[src/rtl/fir_par_pkg.sv]
package fir_par_pkg;
    localparam int unsigned GUARD_BITS = 2;

    function automatic int latency(input bit pipe);
        return pipe ? 3 : 1;
    endfunction
endpackage

[src/rtl/fir_par_history.sv]
module fir_par_history #(
    parameter int LANES = 3,
    parameter int DW    = 8
) (
    input  logic                   clk,
    input  logic                   rst_n,
    input  logic                   in_valid,
    input  logic [LANES*DW-1:0]    in_data,
    output logic signed [DW-1:0]   prev1,
    output logic signed [DW-1:0]   prev2
);
    typedef struct packed {
        logic [DW-1:0] h1;
        logic [DW-1:0] h2;
    } hist_t;

    hist_t hist_d, hist_q;

    always_comb begin
        hist_d = hist_q;
        if (in_valid) begin
            hist_d.h1 = in_data[(LANES-1)*DW +: DW];
            hist_d.h2 = in_data[(LANES-2)*DW +: DW];
        end
    end

    always_ff @(posedge clk) begin
        if (!rst_n) hist_q <= '0;
        else        hist_q <= hist_d;
    end

    assign prev1 = hist_q.h1;
    assign prev2 = hist_q.h2;
endmodule

[src/rtl/fir_par_lane.sv]
module fir_par_lane
    import fir_par_pkg::*;
#(
    parameter int DW   = 8,
    parameter int CW   = 8,
    parameter int OW   = 12,
    parameter bit PIPE = 1'b1
) (
    input  logic                 clk,
    input  logic                 rst_n,
    input  logic                 vld_in,
    input  logic signed [DW-1:0] x0,
    input  logic signed [DW-1:0] x1,
    input  logic signed [DW-1:0] x2,
    input  logic signed [CW-1:0] ca,
    input  logic signed [CW-1:0] cb,
    input  logic signed [CW-1:0] cc,
    output logic signed [OW-1:0] y,
    output logic                 y_valid
);
    localparam int PW = DW + CW;
    localparam int SW = PW + GUARD_BITS;

    logic signed [PW-1:0] m0, m1, m2;
    assign m0 = x0 * ca;
    assign m1 = x1 * cb;
    assign m2 = x2 * cc;

    function automatic logic signed [SW-1:0] widen(input logic signed [PW-1:0] v);
        return {{GUARD_BITS{v[PW-1]}}, v};
    endfunction

    function automatic logic signed [OW-1:0] narrow(input logic signed [SW-1:0] v);
        return v[SW-1 -: OW];
    endfunction

    generate
        if (PIPE) begin : g_pipe
            typedef struct packed {
                logic          v1;
                logic [PW-1:0] p0;
                logic [PW-1:0] p1;
                logic [PW-1:0] p2;
                logic          v2;
                logic [SW-1:0] s01;
                logic [SW-1:0] s2;
                logic          v3;
                logic [OW-1:0] y;
            } st_t;

            st_t st_d, st_q;

            always_comb begin
                st_d    = st_q;
                st_d.v1 = vld_in;
                if (vld_in) begin
                    st_d.p0 = m0;
                    st_d.p1 = m1;
                    st_d.p2 = m2;
                end
                st_d.v2 = st_q.v1;
                if (st_q.v1) begin
                    st_d.s01 = widen(st_q.p0) + widen(st_q.p1);
                    st_d.s2  = widen(st_q.p2);
                end
                st_d.v3 = st_q.v2;
                if (st_q.v2) begin
                    st_d.y = narrow(st_q.s01 + st_q.s2);
                end
            end

            always_ff @(posedge clk) begin
                if (!rst_n) st_q <= '0;
                else        st_q <= st_d;
            end

            assign y       = st_q.y;
            assign y_valid = st_q.v3;
        end else begin : g_flat
            typedef struct packed {
                logic          v;
                logic [OW-1:0] y;
            } st_t;

            st_t st_d, st_q;

            always_comb begin
                st_d   = st_q;
                st_d.v = vld_in;
                if (vld_in) begin
                    st_d.y = narrow(widen(m0) + widen(m1) + widen(m2));
                end
            end

            always_ff @(posedge clk) begin
                if (!rst_n) st_q <= '0;
                else        st_q <= st_d;
            end

            assign y       = st_q.y;
            assign y_valid = st_q.v;
        end
    endgenerate
endmodule

[src/rtl/fir_par_top.sv]
module fir_par_top
    import fir_par_pkg::*;
#(
    parameter int LANES = 3,
    parameter int DW    = 8,
    parameter int CW    = 8,
    parameter int OW    = 12,
    parameter bit PIPE  = 1'b1
) (
    input  logic                  clk,
    input  logic                  rst_n,
    input  logic                  in_valid,
    input  logic [LANES*DW-1:0]   in_data,
    input  logic                  coef_we,
    input  logic [CW-1:0]         coef_a,
    input  logic [CW-1:0]         coef_b,
    input  logic [CW-1:0]         coef_c,
    output logic                  out_valid,
    output logic [LANES*OW-1:0]   out_data
);
    typedef struct packed {
        logic [CW-1:0] a;
        logic [CW-1:0] b;
        logic [CW-1:0] c;
    } coef_t;

    coef_t coef_d, coef_q;

    always_comb begin
        coef_d = coef_q;
        if (coef_we) begin
            coef_d.a = coef_a;
            coef_d.b = coef_b;
            coef_d.c = coef_c;
        end
    end

    always_ff @(posedge clk) begin
        if (!rst_n) coef_q <= '0;
        else        coef_q <= coef_d;
    end

    logic signed [DW-1:0] prev1, prev2;

    fir_par_history #(.LANES(LANES), .DW(DW)) u_hist (
        .clk      (clk),
        .rst_n    (rst_n),
        .in_valid (in_valid),
        .in_data  (in_data),
        .prev1    (prev1),
        .prev2    (prev2)
    );

    logic [LANES-1:0] lane_vld;

    for (genvar k = 0; k < LANES; k++) begin : g_lane
        logic signed [DW-1:0] t0, t1, t2;
        logic signed [OW-1:0] y_k;

        assign t0 = in_data[k*DW +: DW];
        if (k == 0) begin : g_first
            assign t1 = prev1;
            assign t2 = prev2;
        end else if (k == 1) begin : g_second
            assign t1 = in_data[0 +: DW];
            assign t2 = prev1;
        end else begin : g_rest
            assign t1 = in_data[(k-1)*DW +: DW];
            assign t2 = in_data[(k-2)*DW +: DW];
        end

        fir_par_lane #(.DW(DW), .CW(CW), .OW(OW), .PIPE(PIPE)) u_lane (
            .clk     (clk),
            .rst_n   (rst_n),
            .vld_in  (in_valid),
            .x0      (t0),
            .x1      (t1),
            .x2      (t2),
            .ca      (coef_q.a),
            .cb      (coef_q.b),
            .cc      (coef_q.c),
            .y       (y_k),
            .y_valid (lane_vld[k])
        );

        assign out_data[k*OW +: OW] = y_k;
    end

    assign out_valid = &lane_vld;
endmodule

[config.mk]
export PLATFORM = sky130hd
export DESIGN_NAME = fir_par_top
export DESIGN_NICKNAME = d
export VERILOG_FILES = /design/src/rtl/fir_par_pkg.sv /design/src/rtl/fir_par_history.sv /design/src/rtl/fir_par_lane.sv /design/src/rtl/fir_par_top.sv
export SDC_FILE = /design/constraint.sdc
export NUM_CORES = 2
export LEC_CHECK = 0
export ABC_AREA = 1
export BUFFER_PORTS_ARGS = -buffer_cell sky130_fd_sc_hd__buf_2
export CAP_MARGIN = 20
export CORE_UTILIZATION = 65
export DETAILED_ROUTE_END_ITERATION = 8
export PLACE_DENSITY = 0.82
export SLEW_MARGIN = 30
export SYNTH_ARGS = -nofsm -noshare
export SYNTH_HDL_FRONTEND = slang
export SYNTH_SLANG_ARGS = --single-unit
[constraint.sdc]
create_clock -name clk -period 11.2 [get_ports clk]
set_input_delay 2.24 -clock clk [delete_from_list [all_inputs] [get_ports clk]]
set_output_delay 2.24 -clock clk [all_outputs]
set_load 0.1 [all_outputs]
## Word-level counts from Yosys, hierarchy flattened

Index checks and enable logic that the tools add are counted.

| word-level totals | value |
|---|---|
| register bits | 325 |
| word-level logic and storage cells | 41 |
| output and inout bits | 37 |
| bits of input ports | 52 |

| cells by class | value |
|---|---|
| add/sub/neg operators | 6 |
| multipliers | 9 |

Operator list:

| cell | count |
|---|---|
| 8-bit by 8-bit multiplier with 16-bit output | 9 |
| 18-bit adder | 3 |
| 16-bit by 16-bit adder with 17-bit output | 3 |

## Longest topological paths before layout

| depth | value |
|---|---|
| word-level depth | 1 |
| depth in mapped cells | 24 |
| gate-level depth less buffers | 22 |

## By module

A second synthesis with hierarchy kept.

| second synthesis, totals | value |
|---|---|
| cells, all modules | 5866 |
| area total of the unflattened synthesis | 41204.5 sq um |

By module, submodules not included:

| module | sequential area each (sq um) | instances | area each (sq um) | cells an instance |
|---|---|---|---|---|
| fir_par_lane (g_lane[0].u_lane) | 1921.8 | 1 | 13226.4 | 1882 |
| fir_par_lane (g_lane[1].u_lane) | 1921.8 | 1 | 13193.9 | 1876 |
| fir_par_lane (g_lane[2].u_lane) | 1921.8 | 1 | 13122.6 | 1855 |
| fir_par_top | 480.5 | 1 | 987.2 | 152 |
| fir_par_history | 320.3 | 1 | 674.4 | 101 |

## Worst setup path before layout

Ideal clock, no wire load.

| path | value |
|---|---|
| path kind | in2reg |
| start point | in in_data[15] |
| end point | reg g_lane[1].u_lane.g_pipe.st_q[97] in the netlist's numbering |
| setup slack | 4.969 ns |
| data arrival time | 6.162 ns |
| required time | 11.130 ns |
| cell stages on the path | 19 |
| buffers on the path | 2 |
| library setup time | 0.070 ns |
| cells stage by stage | clkbuf_1 > clkbuf_1 > nand2_1 > fa_1 > inv_1 > fa_1 > inv_1 > fa_1 > inv_1 > fa_1 > ha_1 > inv_1 > nor3_1 > nand3_1 > nand3_1 > inv_1 > nand2_1 > nand2_1 > a21oi_1 |

| on the way | value |
|---|---|
| word-level cells in the longest chain between the ends | 1 |

Ends and longest elaborated chain:

| what | line | text |
|---|---|---|
| start, declared | fir_par_top.sv:13 | `input logic [LANES*DW-1:0] in_data,` |
| 8-bit by 8-bit multiplier with 16-bit output | fir_par_lane.sv:25 | `assign m0 = x0 * ca;` |
| end signal, assigned | fir_par_lane.sv:74 | `else st_q <= st_d;` |
| end, declared | fir_par_lane.sv:51 | `st_t st_d, st_q;` |

No other way between the ends.
A chain may end at the register's enable or synchronous reset.

## Worst setup path after layout

Same ends and word-level chain as after synthesis.

==> out/metrics.yaml <==
status: "finished clean"
p_sw_frac: 0.451
p_sw_mw: 2.60
endpoint: "g_lane[1].u_lane.g_pipe.st_q[97]$_SDFFE_PN0P_"
cap_violations: 0
worst_setup_path_start_kind: "input pin"
syn_nets: 6679
synth_top_area_frac: 0.245
gp_congestion: 0.951
finalNetCount: 6575
r2r_slack_ns: 5.70
ys_seq_elements: 322
dp_hpwl_um: 81400
r2r_start: "coef_q[7]$_SDFFE_PN0P_"
hp-class: "reg -> reg"
antenna_found_initial: 8
synthArstFlopShare: 0
synth_cells: 5772
synth_top_cells_by_count: "1460 x inv_1, 1095 x nand2_1, 562 x nor2_1"
synth_area_leader_cell: "fa_1"
hold_buffers: 0
clk_path_buf_depth: 3
seq_area_frac_synth: 0.158
grt.overflow.total: 0
ys.warnings.count: 0
fmax_ghz: 0.170
routedWlPerCell_um: 16.3
combPwrFrac: 0.501
dpl-instance-area_um2: 41200
hold_ws_ns: 0.456
grt_max_degree: 102
post-route-worst-setup-slack_ns: 5.30
post-route-drc-count: 0
clk_latency_ns: 0.61
ios: 89
max-slew-margin-rel: 0.315
wl_um: 107000
top_layer: "met5"
wl_met1_um: 44300
rr_worst_depth: 18
fin_area_um2: 42700
fin_cells: 6543
vias: 35300
critical_path_arrival_ns: 6.35
critical_path.max_fanout: 17
syn2layout_area_growth_pct: 5.05
clock_skew_ns: 0.0310
tightest_slew_ns: 1.03
clockPowerShare: 0.255
finish.utilization: 0.691
cp.required_ns: 11.65
setup_viol: 0
dpl.cell_count: 6463
period_needed_ns: 5.90
startpoint: "in_data[15]"
ant_nets: 0
post-cts-setup-buffers: 0
synth_area_leaders: "fa_1 25%, dfxtp_1 16%, inv_1 13%"
p_int_mw: 3.16
cts_sinks: 322
finalSetupTns_ns: 0
syn_area_per_cell_um2: 7.05
synth.cell_area_um2: 40700
portBuffers: 88
first_iter_violations: 2952
r2r_end: "g_lane[1].u_lane.g_pipe.st_q[65]$_SDFFE_PN0P_"
finalHoldViolCount: 0
design_power_total_mw: 5.75
drive_gt1_frac: 0.0444
firstDrtPassIters: 8
rows: 91
p_leak_nw: 25.0
cts_buffers: 40
end_kind: "flop"
start_util: 0.658
synth-edff-count: 0
ir_drop_mv: 0.143
ys_types: 43
pwr-share-seq: 0.244
rsz0062_at_grt: "no"
die-height_um: 252
cts-root-buf: "clkbuf_16"
die_w_um: 252
crit_type: "in -> reg"
cts_tree: "yes"
htree_levels: 2
dp_slack_ns: 4.71
dr_wl_met2_um: 49200
grt_pass1_wl_um: 176000
grt_use_total: 0.346
fin_crit_sh: 0.527
slew_violations: 0
post_cts_resized: 0
ys.flop_type: "dfxtp_1"
die_area_um2: 63600
clk_pin_slew_worst_paths_ns: 0.06
vias_per_cell: 5.39
grt_pass1_vias: 35100
yosysMostFrequentCell: "inv_1"
coreArea_um2: 61800
wl_met3_um: 8930
p_per_area_nw_per_um2: 135
placed cells by master, fill, tap and decap left out, types with 6 or more instances in the layout:
cell type,n
a31oi_1,29
nor2_1,562
clkinv_2,8
or2_0,10
clkbuf_16,40
dfxtp_1,319
buf_4,36
o21ai_1,33
xor2_1,43
ha_1,357
nor4_1,8
nor3_1,31
a21oi_1,258
xnor2_1,60
nand3_1,233
nand2_2,13
inv_1,1460
a21oi_2,13
nand4_1,27
o21bai_1,21
diode_2,7
o21ai_0,327
buf_2,86
o221ai_1,7
a21o_1,14
bufinv_16,8
or2_1,6
nand2_1,1095
fa_1,498
o211ai_1,26
inv_2,6
nand3b_1,9
state kept, by name, summed over array words and instances, names as in the netlist:
register,flops
g_lane.u_lane.g_pipe.st_d,2
g_lane.u_lane.g_pipe.st_q,243
u_hist.prev1,8
g_lane.u_lane.y,36
g_lane.u_lane.y_valid,1
u_hist.prev2,8
coef_q,24
power by group through the flow:
stage	combinational (mW)	clock [mW]	sequential [mW]
global route	3.28	1.53	1.41
CTS	2.86	1.48	1.40
detailed placement	2.83	0	1.42
finish	2.88	1.47	1.40
floorplan	2.19	0	1.35
global placement	2.77	0	1.42
layer usage:
| layer | vias up | global-route usage |
|---|---|---|
| li1 | 17100 | - |
| met1 | 16600 | 0.447 |
| met2 | 1326 | 0.578 |
| met3 | 256 | 0.0586 |
| met4 | 4 | 0.135 |
| met5 | - | 0 |
final cells by class:
| type | count | area [µm²] |
|---|---|---|
| diodes | 7 | 17.5 |
| flip-flops and latches | 322 | 6450 |
| well taps | 837 | 1050 |
| inverters | 1470 | 5520 |
| fillers | 5253 | 19100 |
| multi-input cells | 3710 | 27500 |
| clock buffers | 44 | 1040 |
| repair buffers | 124 | 723 |
| clock inverters | 29 | 437 |
how the worst min path moves through the flow:
stage / start / end / cells past startpoint
2_1_floorplan: g_lane[2].u_lane.g_pipe.st_q[65]$_SDFFE_PN0P_ / g_lane[2].u_lane.g_pipe.st_q[28]$_SDFFE_PN0P_ / 2
3_3_place_gp: g_lane[1].u_lane.g_pipe.st_q[57]$_SDFFE_PN0P_ / g_lane[1].u_lane.g_pipe.st_q[20]$_SDFFE_PN0P_ / 2
3_5_place_dp: g_lane[1].u_lane.g_pipe.st_q[62]$_SDFFE_PN0P_ / g_lane[1].u_lane.g_pipe.st_q[25]$_SDFFE_PN0P_ / 2
4_1_cts: g_lane[1].u_lane.g_pipe.st_q[62]$_SDFFE_PN0P_ / g_lane[1].u_lane.g_pipe.st_q[25]$_SDFFE_PN0P_ / 2
5_1_grt: g_lane[1].u_lane.g_pipe.st_q[64]$_SDFFE_PN0P_ / g_lane[1].u_lane.g_pipe.st_q[27]$_SDFFE_PN0P_ / 2
6_report: g_lane[1].u_lane.g_pipe.st_q[62]$_SDFFE_PN0P_ / g_lane[1].u_lane.g_pipe.st_q[25]$_SDFFE_PN0P_ / 2
cell families (layout without fill, tap and decap cells):
group                    Yosys count  after routing  synth area share
AND/OR/NAND/NOR                 2009           2009             0.199
XOR/XNOR                         103            103            0.0222
AO/OA/AOI/OAI                    743            743            0.0995
adder cells (fa/ha/maj)          855            855             0.355
flip-flops                       322            322             0.158
other                              0              7                 0
buffers and inverters           1740           1667             0.166
worst max-delay path: stages:
cell and delay [ns]:
buf_2 0.39, nand2_1 0.23, fa_1 0.74, inv_1 0.10, fa_1 0.52, inv_1 0.05
fa_1 0.50, inv_1 0.05, fa_1 0.45, ha_1 0.33, inv_1 0.08, nor3_1 0.24
nand3_1 0.11, nand3_1 0.12, nand3_1 0.07, nand2_1 0.07, a21oi_1 0.05
Power figures use the tool's default switching activity.
